--- src/rtl/sdac_pkg.sv ---
// Package: shared widths and mode encoding for the serial DAC frame receiver.
// Assumes the frame layout: two don't-care bits, then the mode, then the code,
// then don't-care bits to the end of the frame.
package sdac_pkg;
    localparam int FRAME_BITS = 16;
    localparam int CODE_W     = 8;
    localparam int MODE_W     = 2;
    localparam int CODE_LSB   = 4;
    localparam int MODE_LSB   = CODE_LSB + CODE_W;

    typedef enum logic [MODE_W-1:0] {
        MODE_NORMAL = 2'b00,
        MODE_PD_1K  = 2'b01,
        MODE_PD_100K = 2'b10,
        MODE_PD_HIZ = 2'b11
    } pd_mode_e;
endpackage

--- src/rtl/sdac_sync.sv ---
// Module: multi-bit, multi-stage synchronizer for independent asynchronous levels.
// Assumes each bit is a slow level signal that is only sampled as a level and
// edge-detected downstream; the bits are not treated as a coherent bus.
module sdac_sync #(
    parameter int          WIDTH   = 3,
    parameter int          STAGES  = 2,
    parameter logic [WIDTH-1:0] RST_VAL = '0
) (
    input  logic             clk,
    input  logic             rst_n,
    input  logic [WIDTH-1:0] d_async,
    output logic [WIDTH-1:0] q_sync
);
    logic [WIDTH-1:0] pipe [STAGES];

    for (genvar s = 0; s < STAGES; s++) begin : g_stage
        if (s == 0) begin : g_first
            // Purpose: first capture flop of the asynchronous inputs.
            always_ff @(posedge clk) begin
                if (!rst_n) pipe[0] <= RST_VAL;
                else        pipe[0] <= d_async;
            end
        end else begin : g_next
            // Purpose: further resolution stage.
            always_ff @(posedge clk) begin
                if (!rst_n) pipe[s] <= RST_VAL;
                else        pipe[s] <= pipe[s-1];
            end
        end
    end

    assign q_sync = pipe[STAGES-1];
endmodule

--- src/rtl/sdac_shifter.sv ---
// Module: frame assembler. Detects edges of the synchronized frame select and
// serial clock, shifts data MSB first, and pulses commit with the full frame
// on the last falling edge. Assumes inputs are already in the clk domain and
// that each serial clock level lasts at least two clk cycles.
module sdac_shifter #(
    parameter int FRAME_BITS = 16
) (
    input  logic                  clk,
    input  logic                  rst_n,
    input  logic                  s_sync_n,
    input  logic                  s_sclk,
    input  logic                  s_data,
    output logic                  commit,
    output logic [FRAME_BITS-1:0] frame
);
    localparam int CNT_W = $clog2(FRAME_BITS + 1);
    localparam logic [CNT_W-1:0] LAST_IDX = CNT_W'(FRAME_BITS - 1);

    logic                  sync_q;
    logic                  sclk_q;
    logic                  armed;
    logic [CNT_W-1:0]      bit_cnt;
    logic [FRAME_BITS-1:0] shreg;
    logic                  sync_fall;
    logic                  sclk_fall;
    logic [FRAME_BITS-1:0] shifted;

    assign sync_fall = sync_q && !s_sync_n;
    assign sclk_fall = sclk_q && !s_sclk;
    assign shifted   = {shreg[FRAME_BITS-2:0], s_data};

    // Purpose: edge history, arming, bit counting, shifting and commit.
    always_ff @(posedge clk) begin
        if (!rst_n) begin
            sync_q  <= 1'b1;
            sclk_q  <= 1'b0;
            armed   <= 1'b0;
            bit_cnt <= '0;
            shreg   <= '0;
            frame   <= '0;
            commit  <= 1'b0;
        end else begin
            sync_q <= s_sync_n;
            sclk_q <= s_sclk;
            commit <= 1'b0;
            if (s_sync_n) begin
                armed   <= 1'b0;
                bit_cnt <= '0;
                shreg   <= '0;
            end else if (sync_fall) begin
                armed   <= 1'b1;
                bit_cnt <= '0;
                shreg   <= '0;
            end else if (armed && sclk_fall) begin
                shreg <= shifted;
                if (bit_cnt == LAST_IDX) begin
                    frame   <= shifted;
                    commit  <= 1'b1;
                    armed   <= 1'b0;
                    bit_cnt <= '0;
                end else begin
                    bit_cnt <= bit_cnt + 1'b1;
                end
            end
        end
    end

    // the counter never runs past the last bit of a frame.
    assert_cnt_bound_R8: assert property (@(posedge clk) disable iff (!rst_n)
        bit_cnt < CNT_W'(FRAME_BITS));

    // frame select high forbids a load on the next cycle.
    assert_abort_no_commit_R4: assert property (@(posedge clk) disable iff (!rst_n)
        s_sync_n |=> !commit);

    // a completed frame leaves the receiver disarmed.
    assert_disarm_after_commit_R8: assert property (@(posedge clk) disable iff (!rst_n)
        commit |-> !armed);
endmodule

--- src/rtl/sdac_regs.sv ---
// Module: holding registers for the code and mode that drive the analog core,
// plus the load strobe. Assumes commit is a single-cycle pulse carrying a
// complete, valid frame.
module sdac_regs
    import sdac_pkg::*;
#(
    parameter int FRAME_BITS = 16
) (
    input  logic                  clk,
    input  logic                  rst_n,
    input  logic                  commit,
    input  logic [FRAME_BITS-1:0] frame,
    output logic [CODE_W-1:0]     dac_code,
    output pd_mode_e              pd_mode,
    output logic                  pd_active,
    output logic                  load_strobe
);
    logic [MODE_W-1:0] mode_field;
    assign mode_field = frame[MODE_LSB +: MODE_W];

    // Purpose: load code and mode together on commit, and pulse the strobe.
    always_ff @(posedge clk) begin
        if (!rst_n) begin
            dac_code    <= '0;
            pd_mode     <= MODE_NORMAL;
            pd_active   <= 1'b0;
            load_strobe <= 1'b0;
        end else begin
            load_strobe <= commit;
            if (commit) begin
                dac_code  <= frame[CODE_LSB +: CODE_W];
                pd_mode   <= pd_mode_e'(mode_field);
                pd_active <= |mode_field;
            end
        end
    end

    // reset leaves code zero and mode normal.
    assert_reset_state_R1: assert property (@(posedge clk)
        !rst_n |=> (dac_code == '0 && pd_mode == MODE_NORMAL && !pd_active));

    // outputs only move after a commit.
    assert_hold_between_frames_R7: assert property (@(posedge clk) disable iff (!rst_n)
        !commit |=> ($stable(dac_code) && $stable(pd_mode) && $stable(pd_active)));

    // the load strobe lasts exactly one cycle.
    assert_strobe_single_R3: assert property (@(posedge clk) disable iff (!rst_n)
        load_strobe |=> !load_strobe);
endmodule

--- src/rtl/sdac_frame_rx.sv ---
// Module: top of the serial DAC frame receiver. Synchronizes the three serial
// wires to clk, assembles 16-bit frames and loads code and mode registers.
// Assumes each serial clock level lasts at least two clk cycles after
// synchronization.
module sdac_frame_rx
    import sdac_pkg::*;
#(
    parameter int SYNC_STAGES = 2
) (
    input  logic              clk,
    input  logic              rst_n,
    input  logic              frm_sync_n,
    input  logic              ser_clk,
    input  logic              ser_dat,
    output logic [CODE_W-1:0] dac_code,
    output logic [MODE_W-1:0] pd_mode,
    output logic              pd_active,
    output logic              load_strobe
);
    logic [2:0]            raw_in;
    logic [2:0]            sync_in;
    logic                  commit;
    logic [FRAME_BITS-1:0] frame;
    pd_mode_e              mode_q;

    assign raw_in = {frm_sync_n, ser_clk, ser_dat};

    sdac_sync #(
        .WIDTH   (3),
        .STAGES  (SYNC_STAGES),
        .RST_VAL (3'b100)
    ) u_sync (
        .clk     (clk),
        .rst_n   (rst_n),
        .d_async (raw_in),
        .q_sync  (sync_in)
    );

    sdac_shifter #(
        .FRAME_BITS (FRAME_BITS)
    ) u_shifter (
        .clk      (clk),
        .rst_n    (rst_n),
        .s_sync_n (sync_in[2]),
        .s_sclk   (sync_in[1]),
        .s_data   (sync_in[0]),
        .commit   (commit),
        .frame    (frame)
    );

    sdac_regs #(
        .FRAME_BITS (FRAME_BITS)
    ) u_regs (
        .clk         (clk),
        .rst_n       (rst_n),
        .commit      (commit),
        .frame       (frame),
        .dac_code    (dac_code),
        .pd_mode     (mode_q),
        .pd_active   (pd_active),
        .load_strobe (load_strobe)
    );

    assign pd_mode = mode_q;
endmodule

--- config.mk ---
export PLATFORM = sky130hd
export DESIGN_NAME = sdac_frame_rx
export DESIGN_NICKNAME = d
export VERILOG_FILES = /design/src/rtl/sdac_pkg.sv /design/src/rtl/sdac_sync.sv /design/src/rtl/sdac_shifter.sv /design/src/rtl/sdac_regs.sv /design/src/rtl/sdac_frame_rx.sv
export SDC_FILE = /design/constraint.sdc
export NUM_CORES = 1
export LEC_CHECK = 0
export BUFFER_PORTS_ARGS = -buffer_cell sky130_fd_sc_hd__buf_2
export CORE_ASPECT_RATIO = 0.9
export CORE_MARGIN = 2
export CORE_UTILIZATION = 51
export CTS_CLUSTER_SIZE = 40
export DETAILED_ROUTE_END_ITERATION = 16
export PLACE_DENSITY = 0.73
export SYNTH_ARGS = -nofsm -noshare
export SYNTH_HDL_FRONTEND = slang
export SYNTH_SLANG_ARGS = --single-unit
--- constraint.sdc ---
create_clock -name clk -period 1.6 [get_ports clk]
set_clock_uncertainty 0.2 [all_clocks]
set_input_delay 0.16 -clock clk [delete_from_list [all_inputs] [get_ports clk]]
set_output_delay 0.16 -clock clk [all_outputs]
set_load 0.01 [all_outputs]
==> out/metrics.csv <==
stage,metric,value,unit
run_status,status,"complete, but fails checks",
run_status,violations,negative setup slack,
place,dp_hpwl,1940,µm
worst_setup_path,crit_fanout,5,
yosys,yosysTopAreaCell,dfxtp_1,
worst_setup_path,startpoint_type,flop,
timing,setup_viol_count_final,9,
yosys,ys_top_cells_by_area,"dfxtp_1 54%, mux2i_1 11%, nand2_1 11%",
global_route,overflow,0,
worst_setup_path,cpMaxStageDelayCell,dfxtp_4,
timing,fin_crit_sh,1.05,
finish,final_cell_area,2160,µm²
global_route,gr-usage-all-layers,0.172,
yosys,ys_ff_latch,50,
detailed_routing,drt-pass1-iter-count,4,
flow_run,maxCapViolations,0,
global_route,grt_pass1_wl,5220,µm
worst_setup_path,critPathRequiredTime,1620,ps
cts,numCtsBuffers,5,
place,port_buffers,16,
detailed_routing,vias,1305,
min_path,hold_path.class,flop to flop,
cts,cts_buffer_depth,2,
power_and_ir_drop,pwr-share-clk,0.351,
place,routabilityCongestion,0.823,
timing,tightest_slew,331,ps
finish,syn_to_final_growth,17.2,%
timing,grt_setup_unrepaired,yes,
finish,ff_latch_area,1010,µm²
finish,layout-drive-gt1-share,0.182,
yosys,yosysUniqueCellTypes,26,
detailed_routing,drc,0,
power_and_ir_drop,p_int,0.00158,W
die,top_level_ports,17,
worst_setup_path,end_kind,flop,
power_and_ir_drop,ir_drop,0.605,mV
finish,antenna_cells,0,
timing,slew_headroom,0.779,
place,dp_slack,13.5,ps
detailed_routing,drtIter0Drc,73,
cts,clock_latency,300,ps
yosys,synth_flop_cell,dfxtp_1,
finish,layout.nets,225,
cts,cts_sinks,50,
worst_setup_path,crit_arrival,1700,ps
timing,fin_crit,1690,ps
global_route,grt_pass1_vias,1226,
global_route,antenna_found_initial,0,
timing,fin_ws,-85.1,ps
die,core,3430,µm²
cts,h-tree-depth,2,
timing,clock.fmax,593,MHz
worst_setup_path,critPathTopFamily,flip-flops,
yosys,ys_seq_area_frac,0.542,
die,fp.dieH,61.1,µm
power_and_ir_drop,leakage,0.785,nW
cts,root_buffer,clkbuf_8,
die,rows,20,
finish,nFillCells,279,
detailed_routing,ant_nets,0,
power_and_ir_drop,pwr-share-seq,0.629,
yosys,syn_area,1850,µm²
cts,cts.clk_slew.worst_paths,90,ps
power_and_ir_drop,combPwrFrac,0.019,
place,place_area,1970,µm²
yosys,syn-num-nets,199,
yosys,async_reset_ff_frac,0,
cts,cts_tree,built,
global_route,grt_max_degree,40,
worst_setup_path,crit_start,u_shifter.bit_cnt[0]$_SDFFE_PP0P_,
die,start_util,0.539,
yosys,synthDominantCellAreaShare,0.542,
detailed_routing,wl_per_cell,11.9,µm
power_and_ir_drop,p_per_area,922,nW/µm²
worst_setup_path,setup.worst_path.class,flop to flop,
die,die-area,4120,µm²
worst_setup_path,rrSetupSlack,-90,ps
yosys,ys_warn_count,0,
finish,multi_input_area,773,µm²
yosys,synth-edff-count,0,
worst_setup_path,slowest_delay,370,ps
yosys,syn_inst,193,
worst_setup_path,critPathBufInv,2,
detailed_routing,routed_wl,3140,µm
die,dieWidth,67.4,µm
finish,stdcell_count,264,
place,placedCellCount,247,
power_and_ir_drop,power.net_switching,0.000416,W
timing,maxSlewViolCount,0,
timing,hold_violations,0,
power_and_ir_drop,switching_share,0.208,
detailed_routing,detail_route.vias_per_cell,4.94,
worst_setup_path,timing.rr.start,u_shifter.bit_cnt[0]$_SDFFE_PP0P_,
worst_setup_path,path_cells,ha_4 -> nand3b_1 -> nor4_4 -> buf_4 -> buf_12 -> mux2i_1,
yosys,syn_area_per_cell,9.57,µm²
min_path,hold_start,u_sync.pipe[0][2]$_SDFF_PN1_,
-- per-stage QoR --
| step | util | hold slack [ps] | total power [W] | setup TNS (ps) |
|---|---|---|---|---|
| after floorplan | - | 61.5 | 0.00131 | 0 |
| after global placement | 0.573 | 146 | 0.00132 | 0 |
| after detailed placement | 0.573 | 148 | 0.00132 | 0 |
| after CTS | 0.611 | 219 | 0.00203 | 0 |
| after global routing | 0.631 | 222 | 0.00207 | -984 |
| final | 0.631 | 215 | 0.00200 | -227 |
-- worst register-to-register path, stage by stage (launching register included) --
cell,delay (ps)
dfxtp_4,370
ha_4,140
nand3b_1,140
nor4_4,230
buf_4,180
buf_12,120
mux2i_1,230
-- cell families (layout without fill, tap and decap cells) --
logic type,count (synthesis),in the layout,share of synthesized area
muxes,20,20,0.108
adders and majority gates,1,1,0.00677
buffers and inverters,15,42,0.0461
and+or+nand+nor,84,84,0.231
DFF,50,50,0.542
AOI/OAI and AO/OA,23,23,0.0657
-- worst paths after layout --
path,endpoint,cells after the start
worst min register to register,u_sync.pipe[1][2]$_SDFF_PN1_,1
worst max-delay path,u_shifter.frame[6]$_SDFFE_PN0P_,6
worst max register to register,u_shifter.frame[6]$_SDFFE_PN0P_,6
worst min-delay path,u_sync.pipe[1][2]$_SDFF_PN1_,1
-- cell type report --
cell class,count,area share
Sequential cell,50,0.465
Multi-Input combinational cell,128,0.357
Timing Repair Buffer,31,0.108
Clock buffer,6,0.0335
Tap cell,44,0.0254
Clock inverter,2,0.00636
Inverter,3,0.00520
-- power groups by stage --
| stage | logic, W | clock network [W] | registers, W |
|---|---|---|---|
| 2_1_floorplan | 0.0000252 | 0 | 0.00129 |
| 4_1_cts | 0.0000396 | 0.000728 | 0.00126 |
| 5_1_grt | 0.0000436 | 0.000774 | 0.00126 |
| 3_3_place_gp | 0.0000314 | 0 | 0.00129 |
| 3_5_place_dp | 0.0000319 | 0 | 0.00129 |
| 6_report | 0.0000389 | 0.000701 | 0.00126 |
-- placed cells by master, fill, tap and decap left out --
cell type      Yosys  layout
buf_2              5      16
buf_12             0       1
clkinv_4           0       1
a21oi_1           18      18
nor3b_1            1       1
and2_1             6       6
nand3b_1           2       2
dfxtp_1           50      48
nor3_1             1       1
clkbuf_16          0       1
mux2i_1           20      20
a21o_1             1       1
clkbuf_8           0       5
dfxtp_2            0       1
dfxtp_4            0       1
or3_1              1       1
clkinv_2           0       1
and3b_2            1       1
nand2_1           52      52
nand4b_4           1       1
clkbuf_1           3       1
nor2b_1           10      10
nor4_4             1       1
dlygate4sd3_1      0       4
nand3_1            2       2
inv_1              3       3
nor2_1             2       2
ha_4               0       1
o21ai_0            2       2
a31oi_1            1       1
nand2b_1           4       4
o211ai_1           1       1
buf_4              2       9
-- metal layers --
metal,vias up,track usage,share of wire
met5,-,0,0
met4,0,0.0962,0.018
met3,5,0.0439,0.042
met2,21,0.303,0.47
met1,596,0.193,0.47
li1,683,-,-
-- state kept, by name, indices dropped and copies added, names as in the netlist --
register and cells:
u_regs.pd_active 1, u_shifter.frame 10, u_regs.dac_code 8, u_shifter.sync_q 1, u_regs.load_strobe 1, u_shifter.sclk_q 1, u_shifter.armed 1, u_shifter.bit_cnt 5
u_shifter.commit 1, u_shifter.shreg 13, u_sync.pipe 6, u_regs.pd_mode 2
-- cells in the mapped netlist, types with 3 or more instances --
master	count
nand2_1	52
dfxtp_1	50
mux2i_1	20
a21oi_1	18
nor2b_1	10
and2_1	6
buf_2	5
nand2b_1	4
clkbuf_1	3
inv_1	3
-- what timing repair did --
action	4_1_cts	5_1_grt
endpoints found under the hold margin	5	0
pin swaps	0	1
setup buffers	0	4
gates cloned	0	1
resized for setup	1	4
hold buffers	4	0
endpoints found under the setup margin	1	10
No activity file was read; power rests on OpenSTA's default activity.
